[src/rtl/ocp_fault_pkg.sv]
package ocp_fault_pkg;
    // rail positions inside the cause vector
    localparam int unsigned RAIL_MEM   = 0;
    localparam int unsigned RAIL_3V3   = 1;
    localparam int unsigned RAIL_5V    = 2;
    localparam int unsigned RAIL_COUNT = 3;

    // 50 ms at 50 MHz
    localparam int unsigned DEFAULT_TRIP = 2_500_000;
endpackage

[src/rtl/ocp_rail_timer.sv]
module ocp_rail_timer #(
    parameter int unsigned TRIP_CYCLES = ocp_fault_pkg::DEFAULT_TRIP,
    localparam int unsigned CNT_W = $clog2(TRIP_CYCLES) + 1
) (
    input  logic clk,
    input  logic rst_n,
    input  logic below,
    input  logic watch,
    input  logic hold,
    output logic expire
);
    localparam logic [CNT_W-1:0] LAST = CNT_W'(TRIP_CYCLES - 1);

    logic             qualify;
    logic [CNT_W-1:0] cnt_d, cnt_q;

    always_comb begin
        qualify = below && watch && !hold;
        expire  = qualify && (cnt_q == LAST);
        if (!qualify)
            cnt_d = '0;
        else if (cnt_q == LAST)
            cnt_d = cnt_q;
        else
            cnt_d = cnt_q + 1'b1;
    end

    always_ff @(posedge clk or negedge rst_n) begin
        if (!rst_n) cnt_q <= '0;
        else        cnt_q <= cnt_d;
    end

    // a rail that is not qualifying restarts from zero
    assert_timer_restart_R3: assert property (@(posedge clk) disable iff (!rst_n)
        !qualify |=> (cnt_q == '0));

    assert_count_bound_R2: assert property (@(posedge clk) disable iff (!rst_n)
        cnt_q <= LAST);

    // held or unwatched rails never expire
    assert_masked_quiet_R4: assert property (@(posedge clk) disable iff (!rst_n)
        (!watch || hold) |-> !expire);
endmodule

[src/rtl/ocp_clear_ctrl.sv]
module ocp_clear_ctrl (
    input  logic clk,
    input  logic rst_n,
    input  logic enable,
    output logic clr
);
    typedef struct packed {
        logic en_seen;
        logic clr;
    } clr_state_t;

    clr_state_t st_d, st_q;

    always_comb begin
        st_d.en_seen = enable;
        st_d.clr     = enable && !st_q.en_seen;
    end

    always_ff @(posedge clk or negedge rst_n) begin
        if (!rst_n) st_q <= '0;
        else        st_q <= st_d;
    end

    assign clr = st_q.clr;

    // a clear pulse is one cycle wide
    assert_clear_single_R7: assert property (@(posedge clk) disable iff (!rst_n)
        clr |=> !clr);
endmodule

[src/rtl/ocp_fault_latch.sv]
module ocp_fault_latch #(
    parameter int unsigned NUM_RAILS   = ocp_fault_pkg::RAIL_COUNT,
    parameter int unsigned TRIP_CYCLES = ocp_fault_pkg::DEFAULT_TRIP
) (
    input  logic                 clk,
    input  logic                 rst_n,
    input  logic [NUM_RAILS-1:0] rail_low,
    input  logic [NUM_RAILS-1:0] rail_watch,
    input  logic                 enable,
    input  logic                 supply_ok,
    output logic                 fault_latched,
    output logic [NUM_RAILS-1:0] fault_cause
);
    typedef struct packed {
        logic                 fault;
        logic [NUM_RAILS-1:0] cause;
    } latch_state_t;

    latch_state_t         st_d, st_q;
    logic [NUM_RAILS-1:0] expire;
    logic                 hold;
    logic                 clr;

    assign hold = st_q.fault || !enable || !supply_ok;

    for (genvar i = 0; i < NUM_RAILS; i++) begin : g_rail
        ocp_rail_timer #(.TRIP_CYCLES(TRIP_CYCLES)) u_timer (
            .clk   (clk),
            .rst_n (rst_n),
            .below (rail_low[i]),
            .watch (rail_watch[i]),
            .hold  (hold),
            .expire(expire[i])
        );
    end

    ocp_clear_ctrl u_clear (
        .clk   (clk),
        .rst_n (rst_n),
        .enable(enable),
        .clr   (clr)
    );

    always_comb begin
        st_d = st_q;
        if (!supply_ok || clr) begin
            st_d = '0;
        end else if (!st_q.fault && (expire != '0)) begin
            st_d.fault = 1'b1;
            st_d.cause = expire;
        end
    end

    always_ff @(posedge clk or negedge rst_n) begin
        if (!rst_n) st_q <= '0;
        else        st_q <= st_d;
    end

    assign fault_latched = st_q.fault;
    assign fault_cause   = st_q.cause;

    assert_latch_holds_R6: assert property (@(posedge clk) disable iff (!rst_n)
        (st_q.fault && supply_ok && !clr) |=> (st_q.fault && $stable(st_q.cause)));

    assert_supply_clear_R8: assert property (@(posedge clk) disable iff (!rst_n)
        !supply_ok |=> (!st_q.fault && st_q.cause == '0));

    assert_enable_clear_R7: assert property (@(posedge clk) disable iff (!rst_n)
        clr |=> !st_q.fault);

    assert_cause_present_R5: assert property (@(posedge clk) disable iff (!rst_n)
        st_q.fault |-> (st_q.cause != '0));

    assert_no_expire_held_R9: assert property (@(posedge clk) disable iff (!rst_n)
        st_q.fault |-> (expire == '0));
endmodule

[config.mk]
export PLATFORM = sky130hd
export DESIGN_NAME = ocp_fault_latch
export DESIGN_NICKNAME = d
export VERILOG_FILES = /design/src/rtl/ocp_fault_pkg.sv /design/src/rtl/ocp_rail_timer.sv /design/src/rtl/ocp_clear_ctrl.sv /design/src/rtl/ocp_fault_latch.sv
export SDC_FILE = /design/constraint.sdc
export NUM_CORES = 1
export LEC_CHECK = 0
export ABC_AREA = 1
export ABC_CLOCK_PERIOD_IN_PS = 4000
export BUFFER_PORTS_ARGS = -buffer_cell sky130_fd_sc_hd__buf_2
export CAP_MARGIN = 15
export CORE_ASPECT_RATIO = 1.75
export CORE_MARGIN = 2
export CORE_UTILIZATION = 45
export DETAILED_ROUTE_END_ITERATION = 10
export SLEW_MARGIN = 10
export SYNTH_ARGS = -nofsm -noshare
export SYNTH_HDL_FRONTEND = slang
export SYNTH_SLANG_ARGS = --single-unit
[constraint.sdc]
create_clock -name clk -period 4 [get_ports clk]
set_input_delay 0.8 -clock clk [delete_from_list [all_inputs] [get_ports clk]]
set_output_delay 0.8 -clock clk [all_outputs]
set_load 0.02 [all_outputs]
==> run metrics, run 1 <==
die extent in y about 130 um; crit start category register; CTS Root Cell clkbuf_16; CTS Hold Bufs 0; endpoint class of the critical path register; Worst Skew 0.00772 ns; sequential area share after synthesis between 40% and 50%; Fin. Hold Viols 0; maxcap violations 0; Via Count 3928; clk buf depth 2; drt pass-1 iters 5; leak pwr 2.12 nW; largest net degree at the start of global routing 76; M3 GR Usage 3.70%; gr busiest metal met2; Yosys reg bits 75; worst rel slew slack 35.8%; Worst-Skew Late Latency about 0.34 ns; first-pass GRT wire length 17500 um; setup tns final 0 ns; Post-Synth Adder-Cell Area less than 1%; initial drt markers 157; unrepaired setup endpoints after global routing no; Detail Placement HPWL 7780 um; Detailed Route WL ~11000 um; Hold WC Path Type register to register; Syn Std Cell Area ~4300 um2; Final WS setup approximately 2 ns; final global-route overflow total 0; Setup Fix Bufs, Post-CTS 0; final worst-path cycle share 49.4%; Slew @ Worst Pin 0.963 ns; XOR/XNOR Fraction of Synth Area 2.02%; Synth Area in Simple Gates between 30% and 40%; Yosys Warn Count 0; Rows 47; H-tree depth reported by CTS 3; PD cells 358 nW/um2; post-synthesis mux area share 0%; Routed Antenna Nets 0; Synth Net Count just over 600; Post-CTS Resized 0; maximum vdd drop 0.000223 V; placer congestion estimate 0.929; Slew Limit Fails 0; DP Worst Slack between 1.5 and 2 ns; layout cells sized above 1 10.5%; Worst-path clk slew 0.06 ns; DP Cell Count 724; total power roughly 1.8 mW; syn_area_per_cell between 7 and 8 um2; Non-Filler Instances 740; status finished, final reports clean; Worst EP arrival 2.20 ns; ANT cells 0; fin crit period 1.98 ns; M1 GR Usage 25.1%; WP data required roughly 4.2 ns; chip width 78.2 um; die footprint 10500 um2; hold slack 0.388 ns; largest family of logic cells by synthesized area simple AND/OR/NAND/NOR gates; via density per instance 5.31; CTS Buf Count 9; IO buf count 13; Num Clock Sinks 75; f_max around 510 MHz; GRT Total Usage 21.6%; cell count after synthesis 593; GR Util met2 37.2%; routed length per instance 14.2 um; Starting Density between 40 and 50%; CTS tree done; Synth Area in Compound Gates under 10%; Layout Nets 626; # setup viols final 0; drt drc 0; num ports 14; synth unique cells 36; crit path kind register to register; vias in the first global route approximately 3800; CORE AREA 9410 um2; Layout area overhead 12.6%; critical path peak fanout 8; initial antenna violation count 0
Yosys cell counts (all sizes together):
cell,n,share of area [%]
a21o,1,0.20
nor4,6,1.0
nand4,24,3.5
a31oi,6,0.87
clkbuf,1,0.086
a211oi,2,0.35
dfrtp,75,43
xnor2,2,0.40
nand3,49,5.8
inv,81,7.0
ha,3,0.87
nor2,105,9.8
o211a,1,0.23
buf,5,0.58
nand3b,2,0.43
xor2,8,1.6
nor3,26,4.2
a21oi,34,4.0
and3,1,0.17
or2,3,0.43
nand2,128,11
o21ai,28,3.4
o21bai,2,0.35
cell usage in the layout (no fill, tap or decap), types with 9 or more instances in the layout:
master,instances
nand2_1,122
nor2_1,97
nand4_1,24
dfrtp_1,75
inv_1,78
nor3_1,19
nand3_1,48
o21ai_0,25
clkbuf_16,9
buf_2,12
a21oi_1,33
per-stage QoR:
stage / cell area, um2 / utilization (%)
6_report: 4880 / 51.9
3_5_place_dp: 4540 / 48.3
4_1_cts: 4880 / 51.9
3_3_place_gp: 4540 / 48.3
5_1_grt: 4880 / 51.9
2_1_floorplan: 4340 / -
worst paths after layout:
kind | slack (ns) | cells past startpoint | start | to
min in group asynchronous | 0.58 | 1 | rst_n | g_rail[0].u_timer.cnt_q[10]
min reg2reg | 0.39 | 1 | u_clear.st_q[1] | u_clear.clr
min | 0.39 | 1 | u_clear.st_q[1] | u_clear.clr
max in group asynchronous | 2.76 | 1 | rst_n | g_rail[2].u_timer.cnt_q[18]
max reg2reg | 2.02 | 10 | g_rail[1].u_timer.cnt_q[0] | fault_cause[2]
max | 2.02 | 10 | g_rail[1].u_timer.cnt_q[0] | fault_cause[2]
layout make-up:
type	instances	area, um2
multi-input combinational	431	2130
clock inverter	7	116
inverter	81	304
sequential	75	1880
fill	942	4530
tap	122	153
clock buffer	9	225
timing repair buffer	15	82.6
kinds of logic after synthesis:
logic type      count (synthesis)
compound gates                 74
xor+xnor                       10
fa+ha+maj                       3
buf+inv                        87
flops                          75
simple gates                  344
layer usage:
layer / up-vias / wire length (um)
met5: - / 0
met3: 38 / 279
li1: 1988 / -
met4: 0 / 473
met2: 83 / 5390
met1: 1819 / 4380
critical path, cell delays in order, from the launching register on:
cell and delay [ns]:
dfrtp_1 0.49, ha_1 0.22, nand2_1 0.07, inv_1 0.07, nand2_1 0.08, nor2_1 0.10, nand3_1 0.26, nor2_1 0.28
nor2_1 0.14, nand3_1 0.09, nand2_1 0.06
registers in the layout (all words and copies together), names as in the netlist:
| name | flops |
|---|---|
| fault_cause | 3 |
| fault_latched | 1 |
| g_rail.u_timer.cnt_q | 69 |
| u_clear.clr | 1 |
| u_clear.st_q | 1 |
where the power goes:
part	leakage, nW	switching (mW)	internal [mW]
clock	0.165	0.329	0.608
combinational	0.914	0.0306	0.0109
sequential	1.04	0.00656	0.765
total	2.12	0.367	1.38
Note: power is estimated with default switching activity, not from simulation.
==> inputs of run 2 (changes only) <==
--- a/config.mk
+++ b/config.mk
@@ -6,7 +6,7 @@
 export NUM_CORES = 1
 export LEC_CHECK = 0
 export ABC_AREA = 1
-export ABC_CLOCK_PERIOD_IN_PS = 4000
+export ABC_CLOCK_PERIOD_IN_PS = 1900
 export BUFFER_PORTS_ARGS = -buffer_cell sky130_fd_sc_hd__buf_2
 export CAP_MARGIN = 15
 export CORE_ASPECT_RATIO = 1.75
==> constraint.sdc (replaced) <==
create_clock -name clk -period 1.9 [get_ports clk]
set_input_delay 0.38 -clock clk [delete_from_list [all_inputs] [get_ports clk]]
set_output_delay 0.38 -clock clk [all_outputs]
set_load 0.02 [all_outputs]
==> run 2 against run 1 <==
Effect of this change:
- clock skew up 0.0017 ns
- count of clock-buffer cells in the layout up 1
- die area unchanged
- combinational power increased by 140%
- register-to-register slack lost 1.9 ns
- critical path depth fell by 3
- power grew 97%
- global-route usage increased by 0.90 points
- sequential power grew 110%
==> run metrics, run 2 (synthesis gave the netlist of run 1 again) <==
final global-route overflow total 0; Post-CTS Resized 0; Rows 47; Slew @ Worst Pin 0.604 ns; maximum vdd drop 0.000431 V; commonest non-fill, non-tap cells in the layout nand2_1 (122), nor2_1 (97), inv_1 (78); worst rel slew slack around three fifths; total power approximately 3.4 mW; hold slack 0.0862 ns; Layout Nets between 600 and 700; Worst-Skew Late Latency 0.33 ns; drt drc 0; Slowest-stage cell, CP dfrtp_1; endpoint class of the critical path register; WP data required 2.17 ns; setup tns final 0 ns; Starting Density 46.1%; ANT cells 0; Final Util 52.1%; drt pass-1 iters 5; GRT Total Usage between 20% and 30%; Buf/Inv on CP 3; Reg2Reg Depth 7; finished layout cell area 4910 um2; R2R Setup Slk 0.17 ns; f_max 578 MHz; CTS tree done; DP Worst Slack 0.175 ns; num ports 14; Reg with most FFs g_rail.u_timer.cnt_q; Via Count 4028; routed length per instance 14.6 um; Crit path top cell by count inv_1; Setup Fix Bufs, Post-CTS 0; CTS Buf Count 9; Worst EP arrival 2.00 ns; Num Clock Sinks 75; Worst-path clk slew 0.06 ns; Detailed Route WL 10900 um; maxcap violations 0; Layout area overhead 13.2%; final worst-path cycle share 91.1%; IO buf count 13; slowest stage delay, CP 0.40 ns; initial drt markers between 200 and 300; Detail Placement HPWL 8400 um; layout cells sized above 1 11.7%; die extent in y 134 um; reg2reg end g_rail[0].u_timer.cnt_q[5]; Worst Skew roughly 0.0094 ns; initial antenna violation count 0; chip width 78.2 um; critical path peak fanout 11; CTS Hold Bufs 0; clk buf depth 2; Hold WC Path Type input port to asynchronous set/reset pin; crit path kind register to register; CORE AREA 9410 um2; PD cells 701 nW/um2; H-tree depth reported by CTS 3; leak pwr 2.14 nW; status finished, final reports clean; Fin. Hold Viols 0; crit start category register; unrepaired setup endpoints after global routing no; CP top delay family simple AND/OR/NAND/NOR gates; CTS Root Cell clkbuf_16; Post-DP Area roughly 4600 um2; number of fill cells ~930; Routed Antenna Nets 0; Largest register FFs 69; largest net degree at the start of global routing 40; first-pass GRT wire length ~18000 um; Reg-to-Reg Start fault_latched; # setup viols final 0; commonest non-fill, non-tap cell in the layout nand2_1; fin crit period 1.73 ns; placer congestion estimate around 0.95; Final WS setup 0.170 ns; CP Cell Sequence inv_1 -> nand3_1 -> nor2_2 -> inv_1 -> nor2_1 -> nand2_1 -> inv_1; Non-Filler Instances 748; die footprint 10500 um2; Slew Limit Fails 0; DP Cell Count 732; vias in the first global route 4041; via density per instance about 5.4
## run 2: worst max path at each step
| stage | cells past startpoint | end | start | slack [ns] |
|---|---|---|---|---|
| after global placement | 7 | g_rail[0].u_timer.cnt_q[5] | enable | 0.19 |
| after detailed placement | 7 | g_rail[0].u_timer.cnt_q[5] | enable | 0.18 |
| after global routing | 10 | g_rail[1].u_timer.cnt_q[20] | g_rail[1].u_timer.cnt_q[1] | 0.006 |
| final | 7 | g_rail[0].u_timer.cnt_q[5] | fault_latched | 0.17 |
| after CTS | 7 | g_rail[0].u_timer.cnt_q[5] | fault_latched | 0.19 |
| after floorplan | 10 | g_rail[1].u_timer.cnt_q[22] | g_rail[1].u_timer.cnt_q[0] | 0.37 |
## run 2: final cells by class
type                       instances  area [um2]  share of cell area [%]
sequential                        75        1880                    38.3
inverter                          81         304                    6.20
multi-input combinational        431        2130                    43.3
timing repair buffer              23         143                    2.91
tap                              122         153                    3.11
clock inverter                     6        65.1                    1.33
clock buffer                      10         239                    4.87
## run 2: metal layers
layer | vias up | share of wire (%) | GRT usage, %
met5 | - | 0 | 0
met4 | 0 | 4.4 | 12.2
met3 | 33 | 2.8 | 3.43
met2 | 93 | 53 | 40.8
met1 | 1899 | 39 | 24.8
li1 | 2003 | - | -
## run 2: where the power goes
group          internal [mW]  switching [mW]  leakage, nW
combinational         0.0281          0.0705        0.955
clock                   1.05           0.669        0.137
sequential              1.61          0.0121         1.04
total                   2.69           0.752         2.14
==> inputs of run 3 (changes only) <==
--- a/config.mk
+++ b/config.mk
@@ -13,6 +13,7 @@
 export CORE_MARGIN = 2
 export CORE_UTILIZATION = 45
 export DETAILED_ROUTE_END_ITERATION = 10
+export RECOVER_POWER = 25
 export SLEW_MARGIN = 10
 export SYNTH_ARGS = -nofsm -noshare
 export SYNTH_HDL_FRONTEND = slang
==> run 3 against run 2 <==
Effect of this change:
- core utilization decreased by 0.067 points
- sequential cell count unchanged
- first-iteration DRC count decreased by 2.5%
- combinational power shrank 2.2%
- sequential power about the same
- sequential share of layout area barely moved
- count of clock-buffer cells in the layout unchanged
- global-route usage stayed put
- cell count stayed put
==> run metrics, run 3 (synthesis gave the netlist of run 1 again) <==
status finished, final reports clean; Hold WC Path Type input port to register; CP Cell Sequence ha_1 -> nand2_1 -> inv_1 -> nand2_1 -> nor2_2 -> nand2_1 -> nor2_1 -> nand2_1 -> o21ai_0 -> a21oi_1; ANT cells 0; worst rel slew slack 35.1%; Worst-Skew Late Latency 0.33 ns; num ports 14; drt pass-1 iters 5; GRT Total Usage ~22%; first-pass GRT wire length 18500 um; Layout area overhead 13.0%; commonest non-fill, non-tap cells in the layout nand2_1 (122), nor2_1 (97), inv_1 (78); Rows between 40 and 50; WP data required 2.11 ns; Non-Filler Instances ~750; DP Cell Count about 730; Worst EP arrival 1.93 ns; final global-route overflow total 0; Post-DP Area 4600 um2; FF+latch area between 1500 and 2000 um2; Post-CTS Resized 0; Slew @ Worst Pin 0.973 ns; fin crit period 1.72 ns; Reg2Reg Depth 10; Worst Skew 0.00943 ns; DP Worst Slack 0.175 ns; setup tns final 0 ns; crit start category register; hold depth 1; unrepaired setup endpoints after global routing no; CORE AREA 9410 um2; placer congestion estimate between 0.9 and 1; # setup viols final 0; chip width 78.2 um; Setup Fix Bufs, Post-CTS 0; maxcap violations 0; PD cells 702 nW/um2; Detailed Route WL 10900 um; f_max ~580 MHz; vias in the first global route between 4000 and 5000; Routed Antenna Nets 0; Via Count slightly above 4000; H-tree depth reported by CTS 3; IO buf count 13; Detail Placement HPWL 8400 um; crit path kind register to register; maximum vdd drop between 0.0004 and 0.0005 V; CTS Root Cell clkbuf_16; initial antenna violation count 0; commonest non-fill, non-tap cell in the layout nand2_1; number of fill cells 925; clk buf depth 2; Num Clock Sinks 75; CP top delay family simple AND/OR/NAND/NOR gates; slowest stage delay, CP 0.39 ns; Largest register FFs 69; leak pwr 2.13 nW; finished layout cell area between 4000 and 5000 um2; initial drt markers approximately 270; via density per instance 5.38; Slew Limit Fails 0; footprint of the multi-input gates 2130 um2; critical path peak fanout 5; drt drc 0; endpoint class of the critical path register; Reg with most FFs g_rail.u_timer.cnt_q; Slowest-stage cell, CP dfrtp_1; Buf/Inv on CP 1; routed length per instance 14.5 um; die footprint 10500 um2; R2R Setup Slk about 0.18 ns; CTS tree done; Final WS setup 0.178 ns; Worst-path clk slew roughly 0.06 ns; Starting Density 46.1%; CTS Buf Count 9; Fin. Hold Viols 0; Layout Nets 634; Crit path top cell by count nand2_1; CTS Hold Bufs 0; CP Depth 10; die extent in y approximately 130 um; largest net degree at the start of global routing 40; final worst-path cycle share between 90% and 100%; layout cells sized above 1 11.5%
==> run 3: final cells by class <==
cell class                 instances  share of cell area [%]
clock inverter                     6                    1.33
multi-input combinational        431                    43.4
inverter                          81                    6.21
clock buffer                      10                    4.88
tap                              122                    3.12
sequential                        75                    38.3
timing repair buffer              23                    2.78
==> run 3: per-layer routing <==
metal	track usage, %	vias up	routed length [um]
li1	-	2004	-
met1	24.8	1893	4270
met2	40.8	93	5820
met3	3.43	33	299
met4	12.2	0	481
met5	0	-	0
==> run 3: through the flow <==
stage / hold WS [ns] / total power [mW] / utilization, %
5_1_grt: 0.210 / 3.57 / 52.1
2_1_floorplan: 0.0844 / 1.69 / -
4_1_cts: 0.106 / 3.49 / 52.1
6_report: 0.216 / 3.44 / 52.1
3_3_place_gp: 0.386 / 1.75 / 48.9
3_5_place_dp: 0.404 / 1.75 / 48.9
==> run 3: where the power goes <==
part | switching [mW] | internal [mW] | total, mW
sequential | 0.0122 | 1.61 | 1.62
combinational | 0.0701 | 0.0263 | 0.0964
clock | 0.669 | 1.05 | 1.72
total | 0.752 | 2.69 | 3.44
==> run 3: path summary, 6_finish.rpt <==
kind,endpoint,start
max,g_rail[1].u_timer.cnt_q[20],g_rail[1].u_timer.cnt_q[1]
min,u_clear.st_q[1],enable
max reg2reg,g_rail[1].u_timer.cnt_q[20],g_rail[1].u_timer.cnt_q[1]
min reg2reg,u_clear.clr,u_clear.st_q[1]
max in group asynchronous,g_rail[2].u_timer.cnt_q[12],rst_n
min in group asynchronous,g_rail[0].u_timer.cnt_q[19],rst_n
==> run 3: worst reg2reg max path, delay by kind of cell (launching register included) <==
kind / cells / cell delay [ns]
DFF: 1 / 0.39
and+or+nand+nor: 6 / 0.72
buffers and inverters: 1 / 0.07
AOI/OAI and AO/OA: 2 / 0.23
adders and majority gates: 1 / 0.19
